==> src/rtl/gpio_irq_pkg.sv <==
package gpio_irq_pkg;
  localparam int PIN_W   = 32;
  localparam int ADDR_W  = 8;
  localparam int PRE_W   = 16;

  localparam logic [ADDR_W-1:0] OFF_DOUT  = 8'h00;
  localparam logic [ADDR_W-1:0] OFF_DIN   = 8'h04;
  localparam logic [ADDR_W-1:0] OFF_DIR   = 8'h08;
  localparam logic [ADDR_W-1:0] OFF_BYP   = 8'h0C;
  localparam logic [ADDR_W-1:0] OFF_SET   = 8'h10;
  localparam logic [ADDR_W-1:0] OFF_CLR   = 8'h14;
  localparam logic [ADDR_W-1:0] OFF_PEN   = 8'h18;
  localparam logic [ADDR_W-1:0] OFF_PTYP  = 8'h1C;
  localparam logic [ADDR_W-1:0] OFF_IEN   = 8'h20;
  localparam logic [ADDR_W-1:0] OFF_RAW   = 8'h24;
  localparam logic [ADDR_W-1:0] OFF_MSK   = 8'h28;
  localparam logic [ADDR_W-1:0] OFF_IMASK = 8'h2C;
  localparam logic [ADDR_W-1:0] OFF_ICLR  = 8'h30;
  localparam logic [ADDR_W-1:0] OFF_TRIG  = 8'h34;
  localparam logic [ADDR_W-1:0] OFF_BOTH  = 8'h38;
  localparam logic [ADDR_W-1:0] OFF_POL   = 8'h3C;
  localparam logic [ADDR_W-1:0] OFF_DBEN  = 8'h40;
  localparam logic [ADDR_W-1:0] OFF_PRE   = 8'h44;

  // detection configuration handed from the register file to the datapath
  typedef struct packed {
    logic [PIN_W-1:0] dbEn;
    logic [PIN_W-1:0] trigLevel;
    logic [PIN_W-1:0] bothEdges;
    logic [PIN_W-1:0] polLow;
    logic [PRE_W-1:0] prescale;
  } det_cfg_t;

  // one-cycle strobes from control to datapath
  typedef struct packed {
    logic             clrStrobe;
    logic [PIN_W-1:0] clrBits;
  } dp_strobe_t;
endpackage

==> src/rtl/gpio_irq_datapath.sv <==
module gpio_irq_datapath
  import gpio_irq_pkg::*;
#(
  parameter int SYNC_STAGES = 2
) (
  input  logic             clk,
  input  logic             rstN,
  input  logic [PIN_W-1:0] pinIn,
  input  det_cfg_t         cfg,
  input  dp_strobe_t       strobe,
  output logic [PIN_W-1:0] pinSync,
  output logic [PIN_W-1:0] rawBits
);
  localparam int LAST_STAGE = SYNC_STAGES - 1;

  // input synchronizer
  logic [PIN_W-1:0] syncStage [SYNC_STAGES];

  always_ff @(posedge clk) begin
    if (!rstN) syncStage[0] <= '0;
    else       syncStage[0] <= pinIn;
  end

  for (genvar s = 1; s < SYNC_STAGES; s++) begin : g_sync
    always_ff @(posedge clk) begin
      if (!rstN) syncStage[s] <= '0;
      else       syncStage[s] <= syncStage[s-1];
    end
  end

  assign pinSync = syncStage[LAST_STAGE];

  // shared prescaler
  logic [PRE_W-1:0] preCnt;
  logic             preTick;
  logic             preZero;

  assign preZero = (cfg.prescale == '0);
  assign preTick = !preZero && (preCnt >= cfg.prescale - PRE_W'(1));

  always_ff @(posedge clk) begin
    if (!rstN || preZero || preTick) preCnt <= '0;
    else                             preCnt <= preCnt + PRE_W'(1);
  end

  // per-pin stability filter
  logic [PIN_W-1:0] candQ, glitchQ, filtQ, glitchNow;

  assign glitchNow = glitchQ | (pinSync ^ candQ);

  always_ff @(posedge clk) begin
    if (!rstN) begin
      candQ   <= '0;
      glitchQ <= '0;
      filtQ   <= '0;
    end else begin
      candQ <= pinSync;
      if (preTick) begin
        glitchQ <= '0;
        filtQ   <= (filtQ & glitchNow) | (pinSync & ~glitchNow);
      end else begin
        glitchQ <= glitchNow;
      end
    end
  end

  // detection
  logic [PIN_W-1:0] level, prevLevel, rise, fall, edgeHit, lvlHit, blocked, clrMask;

  assign level   = (cfg.dbEn & filtQ) | (~cfg.dbEn & pinSync);
  assign blocked = cfg.dbEn & {PIN_W{preZero}};
  assign rise    = level & ~prevLevel;
  assign fall    = ~level & prevLevel;
  assign edgeHit = (cfg.bothEdges & (rise | fall))
                 | (~cfg.bothEdges & ((cfg.polLow & fall) | (~cfg.polLow & rise)));
  assign lvlHit  = level ^ cfg.polLow;
  assign clrMask = strobe.clrStrobe ? strobe.clrBits : '0;

  always_ff @(posedge clk) begin
    if (!rstN) begin
      prevLevel <= '0;
      rawBits   <= '0;
    end else begin
      prevLevel <= level;
      rawBits   <= (cfg.trigLevel & lvlHit & ~blocked)
                 | (~cfg.trigLevel & ((rawBits & ~clrMask) | (edgeHit & ~blocked)));
    end
  end
endmodule

==> src/rtl/gpio_irq_regs.sv <==
module gpio_irq_regs
  import gpio_irq_pkg::*;
(
  input  logic              clk,
  input  logic              rstN,
  input  logic              regWrEn,
  input  logic              regRdEn,
  input  logic [ADDR_W-1:0] regAddr,
  input  logic [PIN_W-1:0]  regWrData,
  output logic [PIN_W-1:0]  regRdData,
  output logic              regRdValid,
  input  logic [PIN_W-1:0]  pinSync,
  input  logic [PIN_W-1:0]  rawBits,
  output det_cfg_t          cfg,
  output dp_strobe_t        strobe,
  output logic [PIN_W-1:0]  dataOutQ,
  output logic [PIN_W-1:0]  dirQ,
  output logic [PIN_W-1:0]  bypassQ,
  output logic [PIN_W-1:0]  pullEnQ,
  output logic [PIN_W-1:0]  pullTypeQ,
  output logic [PIN_W-1:0]  intEnQ,
  output logic [PIN_W-1:0]  intMaskQ,
  output logic [PIN_W-1:0]  maskedBits
);
  always_ff @(posedge clk) begin
    if (!rstN) begin
      dataOutQ  <= '0;
      dirQ      <= '0;
      bypassQ   <= '0;
      pullEnQ   <= '0;
      pullTypeQ <= '0;
      intEnQ    <= '0;
      intMaskQ  <= '0;
      cfg       <= '0;
    end else if (regWrEn) begin
      case (regAddr)
        OFF_DOUT:  dataOutQ      <= regWrData;
        OFF_SET:   dataOutQ      <= dataOutQ | regWrData;
        OFF_CLR:   dataOutQ      <= dataOutQ & ~regWrData;
        OFF_DIR:   dirQ          <= regWrData;
        OFF_BYP:   bypassQ       <= regWrData;
        OFF_PEN:   pullEnQ       <= regWrData;
        OFF_PTYP:  pullTypeQ     <= regWrData;
        OFF_IEN:   intEnQ        <= regWrData;
        OFF_IMASK: intMaskQ      <= regWrData;
        OFF_TRIG:  cfg.trigLevel <= regWrData;
        OFF_BOTH:  cfg.bothEdges <= regWrData;
        OFF_POL:   cfg.polLow    <= regWrData;
        OFF_DBEN:  cfg.dbEn      <= regWrData;
        OFF_PRE:   cfg.prescale  <= regWrData[PRE_W-1:0];
        default: ;
      endcase
    end
  end

  assign strobe.clrStrobe = regWrEn && (regAddr == OFF_ICLR);
  assign strobe.clrBits   = regWrData;
  assign maskedBits       = rawBits & intEnQ & ~intMaskQ;

  logic [PIN_W-1:0] rdMux;

  always_comb begin
    case (regAddr)
      OFF_DOUT:  rdMux = dataOutQ;
      OFF_DIN:   rdMux = pinSync;
      OFF_DIR:   rdMux = dirQ;
      OFF_BYP:   rdMux = bypassQ;
      OFF_PEN:   rdMux = pullEnQ;
      OFF_PTYP:  rdMux = pullTypeQ;
      OFF_IEN:   rdMux = intEnQ;
      OFF_RAW:   rdMux = rawBits;
      OFF_MSK:   rdMux = maskedBits;
      OFF_IMASK: rdMux = intMaskQ;
      OFF_TRIG:  rdMux = cfg.trigLevel;
      OFF_BOTH:  rdMux = cfg.bothEdges;
      OFF_POL:   rdMux = cfg.polLow;
      OFF_DBEN:  rdMux = cfg.dbEn;
      OFF_PRE:   rdMux = PIN_W'(cfg.prescale);
      default:   rdMux = '0;
    endcase
  end

  always_ff @(posedge clk) begin
    if (!rstN) begin
      regRdData  <= '0;
      regRdValid <= 1'b0;
    end else begin
      regRdValid <= regRdEn;
      if (regRdEn) regRdData <= rdMux;
    end
  end
endmodule

==> src/rtl/gpio_irq_top.sv <==
module gpio_irq_top
  import gpio_irq_pkg::*;
#(
  parameter int SYNC_STAGES = 2
) (
  input  logic              clk,
  input  logic              rstN,
  input  logic              regWrEn,
  input  logic              regRdEn,
  input  logic [ADDR_W-1:0] regAddr,
  input  logic [PIN_W-1:0]  regWrData,
  output logic [PIN_W-1:0]  regRdData,
  output logic              regRdValid,
  input  logic [PIN_W-1:0]  pinIn,
  output logic [PIN_W-1:0]  pinOut,
  output logic [PIN_W-1:0]  pinOutEn,
  output logic [PIN_W-1:0]  pullEnOut,
  output logic [PIN_W-1:0]  pullTypeOut,
  output logic [PIN_W-1:0]  bypassOut,
  output logic              irqOut
);
  det_cfg_t         cfg;
  dp_strobe_t       strobe;
  logic [PIN_W-1:0] pinSync, rawBits, intEnQ, intMaskQ, maskedBits;

  gpio_irq_regs u_regs (
    .clk(clk), .rstN(rstN),
    .regWrEn(regWrEn), .regRdEn(regRdEn), .regAddr(regAddr),
    .regWrData(regWrData), .regRdData(regRdData), .regRdValid(regRdValid),
    .pinSync(pinSync), .rawBits(rawBits), .cfg(cfg), .strobe(strobe),
    .dataOutQ(pinOut), .dirQ(pinOutEn), .bypassQ(bypassOut),
    .pullEnQ(pullEnOut), .pullTypeQ(pullTypeOut),
    .intEnQ(intEnQ), .intMaskQ(intMaskQ), .maskedBits(maskedBits)
  );

  gpio_irq_datapath #(.SYNC_STAGES(SYNC_STAGES)) u_dp (
    .clk(clk), .rstN(rstN), .pinIn(pinIn), .cfg(cfg), .strobe(strobe),
    .pinSync(pinSync), .rawBits(rawBits)
  );

  assign irqOut = |maskedBits;
endmodule

==> config.mk <==
export PLATFORM = sky130hd
export DESIGN_NAME = gpio_irq_top
export DESIGN_NICKNAME = d
export VERILOG_FILES = /design/src/rtl/gpio_irq_pkg.sv /design/src/rtl/gpio_irq_datapath.sv /design/src/rtl/gpio_irq_regs.sv /design/src/rtl/gpio_irq_top.sv
export SDC_FILE = /design/constraint.sdc
export NUM_CORES = 2
export LEC_CHECK = 0
export ABC_AREA = 0
export BUFFER_PORTS_ARGS = -buffer_cell sky130_fd_sc_hd__buf_2
export CAP_MARGIN = 20
export CELL_PAD_IN_SITES_DETAIL_PLACEMENT = 1
export CELL_PAD_IN_SITES_GLOBAL_PLACEMENT = 1
export CORE_ASPECT_RATIO = 2
export CORE_MARGIN = 1
export CORE_UTILIZATION = 35
export CTS_BUF_LIST = sky130_fd_sc_hd__clkbuf_8
export CTS_CLUSTER_DIAMETER = 100
export DETAILED_ROUTE_END_ITERATION = 10
export GPL_TIMING_DRIVEN = 0
export PLACE_DENSITY = 0.62
export REMOVE_ABC_BUFFERS = 1
export SLEW_MARGIN = 20
export SYNTH_ARGS = -nofsm -noshare
export SYNTH_HDL_FRONTEND = slang
export SYNTH_SLANG_ARGS = --single-unit
==> constraint.sdc <==
create_clock -name clk -period 5 [get_ports clk]
set_input_delay 1 -clock clk [delete_from_list [all_inputs] [get_ports clk]]
set_output_delay 1 -clock clk [all_outputs]
set_load 0.005 [all_outputs]
==> summary.md <==
| Metric | Value |
|---|---|
| Status | complete, but fails checks |
| Failing checks | setup timing |
| Gpl congestion | 0.887 |
| FF+latch count, synth | between 600 and 700 |
| WL per Instance | 28.3 µm |
| Hold depth | 2 |
| Max frequency | 0.197 GHz |
| Mux share of post-synthesis cell area | 4.03% |
| DR iter-0 viols | 2,309 |
| Xor/xnor share of the synthesized area | 2.58% |
| Yosys top cell by area | dfxtp_1 |
| Setup Crit Path Kind | in2reg |
| Min-delay worst type | in2reg |
| Die W | between 200 and 250 µm |
| DR DRC count | 0 |
| Top cells by area, synth | dfxtp_1, nand2_1, a21boi_0 |
| Worst Path Required | 5.71 ns |
| Share of cells above drive strength 1 | about 15% |
| Core footprint | 0.0873 mm² |
| Max Root-Sink Buffers | 3 |
| Final Instance Count excl. Fillers | a little over 5,000 |
| Max Fanout on Critical Path | 33 |
| Vias in the first global route | about 30,000 |
| Hold Startpoint | pinIn[18] |
| Die ar. | 0.0896 mm² |
| Worst Hold End | u_dp.syncStage[0][18] |
| Mean Syn Cell Area | between 8 and 9 µm² |
| Slew @ Worst Pin | 1.31 ns |
| CP arrival | 5.79 ns |
| Sink Count | 641 |
| Reg-to-Reg End | u_dp.glitchQ[4] |
| Cts bufs inserted | 101 |
| Delay-heaviest family, CP | simple AND/OR/NAND/NOR gates |
| Worst-skew pair later-pin latency | 0.83 ns |
| WP buf/inv | 3 |
| DRT Wirelength | 145 mm |
| Seq/Total Area, Yosys | 41.5% |
| CP cell instances | buf_2 -> or4_1 -> nor2_2 -> o21a_4 -> a21boi_4 -> buf_16 -> buf_16 -> a22oi_1 -> nor2b_1 |
| Reg2reg setup slack | approximately 0.23 ns |
| Row count | between 150 and 200 |
| Worst VDD drop | 0.181 mV |
| Slew Limit Fails | 0 |
| Antenna violations before repair | 5 |
| Post-synth ARST share | 0% |
| Reg2Reg Depth | 15 |
| CP max stage delay | 1.16 ns |
| CP most frequent cell | buf_16 |
| Layout Nets | 4,039 |
| Worst rel slew slack | 12.8% |
| Pre-antenna DRT Iters | 6 |
| Fillers | ~10,000 |
| Endpoints failing setup | 13 |
| First-pass GRT wire length | 207 mm |
| Hold Buf Count CTS | 0 |
| Setup repair after global routing missed its margin | no |
| Routed Antenna Nets | 0 |
| Cells after Synth | 3,718 |
| Power Dens Cells | approximately 300 mW/mm² |
| Clock-pin slew of the registers on the worst-case setup and hold paths | 0.07 ns |
| Slowest-stage cell, CP | or4_1 |
| Critical Path Sink Type | flip-flop |
| Grt ovf | 0 |
| Clock Tree Root | clkbuf_8 |
| Largest net degree at the start of global routing | 135 |
| Number of H-tree levels | 3 |
| Period utilization | 102% |
| Post-Syn Area | 0.0309 mm² |
| LEAKAGE | 13.6 nW |
| Die Height | 422 µm |
| Routed vias | 29,700 |
| Worst r2r src | u_regs.cfg[4] |
| YS warnings | 0 |
| Post-synth top area share | approximately two fifths |
| Critical Path Start Type | input port |
| Post-Place Cells | 4,936 |
| Main synth FF type | dfxtp_1 |
| Post-Synth Simple-Gate Area | between 20% and 30% |
| Synth Area in Compound Gates | 21.8% |
| Vias per std cell | 5.79 |
| Largest family of logic cells by synthesized area | compound AO/OA/AOI/OAI gates |
| Final Hold Fails | 0 |
| Post-synth EDFFs | 0 |
| Initial Util | between 30% and 40% |
| Input/output buffers | around 270 |
| Clock Skews | 0.0620 ns |
| Post-DP HPWL | 97.8 mm |
| Crit path time final | 5.09 ns |
| Max_cap viols | 0 |
| CTS tree | yes |
| Hold slack | around 0.38 ns |
| GR Util All Layers | 32.1% |
| Synth unique cells | 80 |
| Setup slack after layout | -0.0852 ns |
| Adder-cell share of the synthesized area | between 3 and 4% |
| Area grow syn2layout | 17.1% |
| I/O Pins | 270 |
==> final cells by class <==
cell class	instances	area (µm²)	area share [%]
Clock buffer	124	1710	4.71
Multi-Input combinational cell	2665	16700	46.1
Inverter	130	489	1.35
Clock inverter	55	362	0.998
Timing Repair Buffer	341	2660	7.36
Sequential cell	641	12800	35.4
Antenna cell	2	5.00	0.0138
Tap cell	1162	1450	4.01
==> logic make-up after synthesis <==
group | Yosys count
AND/OR/NAND/NOR | 1393
XOR/XNOR | 91
multiplexers | 117
buffers and inverters | 412
adder cells (fa/ha/maj) | 83
AO/OA/AOI/OAI | 981
flip-flops | 641
==> synthesized netlist by cell type (15+ instances only) <==
cell / number
a21boi_0: 290
xnor2_1: 31
and2_1: 72
nand3_1: 30
nor2_1: 131
buf_2: 54
nand2_1: 848
nor2b_1: 115
nand3b_1: 27
ha_1: 83
nor3_1: 23
mux2i_1: 94
clkbuf_1: 207
a22o_1: 15
xor2_1: 60
a211oi_1: 57
nand2b_1: 15
a21boi_1: 46
o22ai_1: 60
mux2_2: 19
nor3b_1: 35
a221oi_1: 32
a21oi_1: 163
nor4_2: 32
inv_1: 129
a31oi_1: 24
a32oi_1: 15
o21ai_0: 116
dfxtp_1: 641
a22oi_1: 83
==> where the power goes <==
group / leakage, nW / total (mW) / switching, mW / internal (mW)
logic: 7.16 / 0.717 / 0.476 / 0.241
registers: 5.19 / 5.25 / 0.0715 / 5.18
clock network: 1.20 / 4.77 / 2.32 / 2.45
==> what timing repair did <==
item | 4_1_cts | 5_1_grt
hold endpoints to repair | 0 | 0
endpoints found under the setup margin | 38 | 29
pin swaps | 1 | 0
setup buffers | 3 | 0
resized for setup | 1 | 2
==> per-layer routing <==
metal	vias up	wire [µm]	share of wire, %	track usage, %
li1	13100	-	-	-
met1	14900	55600	38	36.4
met2	1195	70700	49	55.0
met3	417	9450	6.5	5.69
met4	4	9310	6.4	19.9
met5	-	21	0.014	0
==> worst register-to-register path, cell delays in order (launching register included) <==
cell and delay, ns:
dfxtp_1 0.46, nor4_2 0.54, nor2b_1 0.24, nand2_1 0.14, nor4_1 0.35, xnor2_1 0.14
ha_1 0.33, nand4_2 0.14, or3_1 0.38, or4_1 0.60, and3_4 0.38, buf_12 0.27
o21ai_4 0.22, buf_12 0.15, buf_12 0.19, nor2_1 0.09
==> worst max-delay path by stage <==
stage | endpoint | cells after the start | from
floorplan | u_dp.glitchQ[0] | 12 | u_regs.cfg[4]
global placement | u_regs.pullTypeQ[23] | 5 | regAddr[4]
detailed placement | u_regs.dataOutQ[13] | 9 | regAddr[3]
CTS | u_dp.glitchQ[4] | 16 | u_regs.cfg[1]
global route | u_regs.dataOutQ[30] | 9 | regAddr[3]
finish | u_regs.dataOutQ[16] | 9 | regAddr[3]
==> flip-flops by register name, summed over array words and instances, names as in the netlist, named ones only <==
signal,flops
u_regs.dataOutQ,32
u_regs.regRdValid,1
u_regs.pullEnQ,32
u_dp.prevLevel,32
u_dp.preCnt,16
u_dp.candQ,32
u_regs.bypassQ,32
u_regs.pullTypeQ,32
u_regs.intEnQ,32
u_regs.regRdData,32
u_dp.rawBits,32
u_dp.syncStage,64
u_dp.glitchQ,32
u_regs.dirQ,32
u_regs.intMaskQ,32
u_regs.cfg,144
==> placed cells by master (no fill, tap or decap), types with 19 or more instances in the layout <==
cell type	instances
nand2_1	839
dfxtp_1	641
a21boi_0	290
buf_2	268
inv_1	163
a21oi_1	163
clkbuf_8	124
nor2_1	120
o21ai_0	116
nor2b_1	113
mux2i_1	94
a22oi_1	83
ha_1	83
and2_1	68
xor2_1	60
o22ai_1	60
a211oi_1	57
a21boi_1	46
nor3b_1	33
a221oi_1	32
nor4_2	31
xnor2_1	31
buf_16	28
nand3b_1	27
nand3_1	25
a31oi_1	24
nor3_1	22
buf_4	20
mux2_2	19
==> stage by stage <==
step | setup TNS (ns) | cell area [µm²] | util (%) | power [mW] | setup slack, ns
after floorplan | 0 | 29700 | - | 5.61 | 0.718
after global placement | -3132.01 | 32500 | 37.2 | 6.05 | -8.82
after detailed placement | -31.91 | 34100 | 39.1 | 6.07 | -1.05
after CTS | 0 | 36200 | 41.5 | 10.8 | 0.0733
after global routing | 0 | 36200 | 41.5 | 11.1 | 0.0654
final | -0.624 | 36200 | 41.5 | 10.7 | -0.0852
Power figures use the tool's default switching activity.
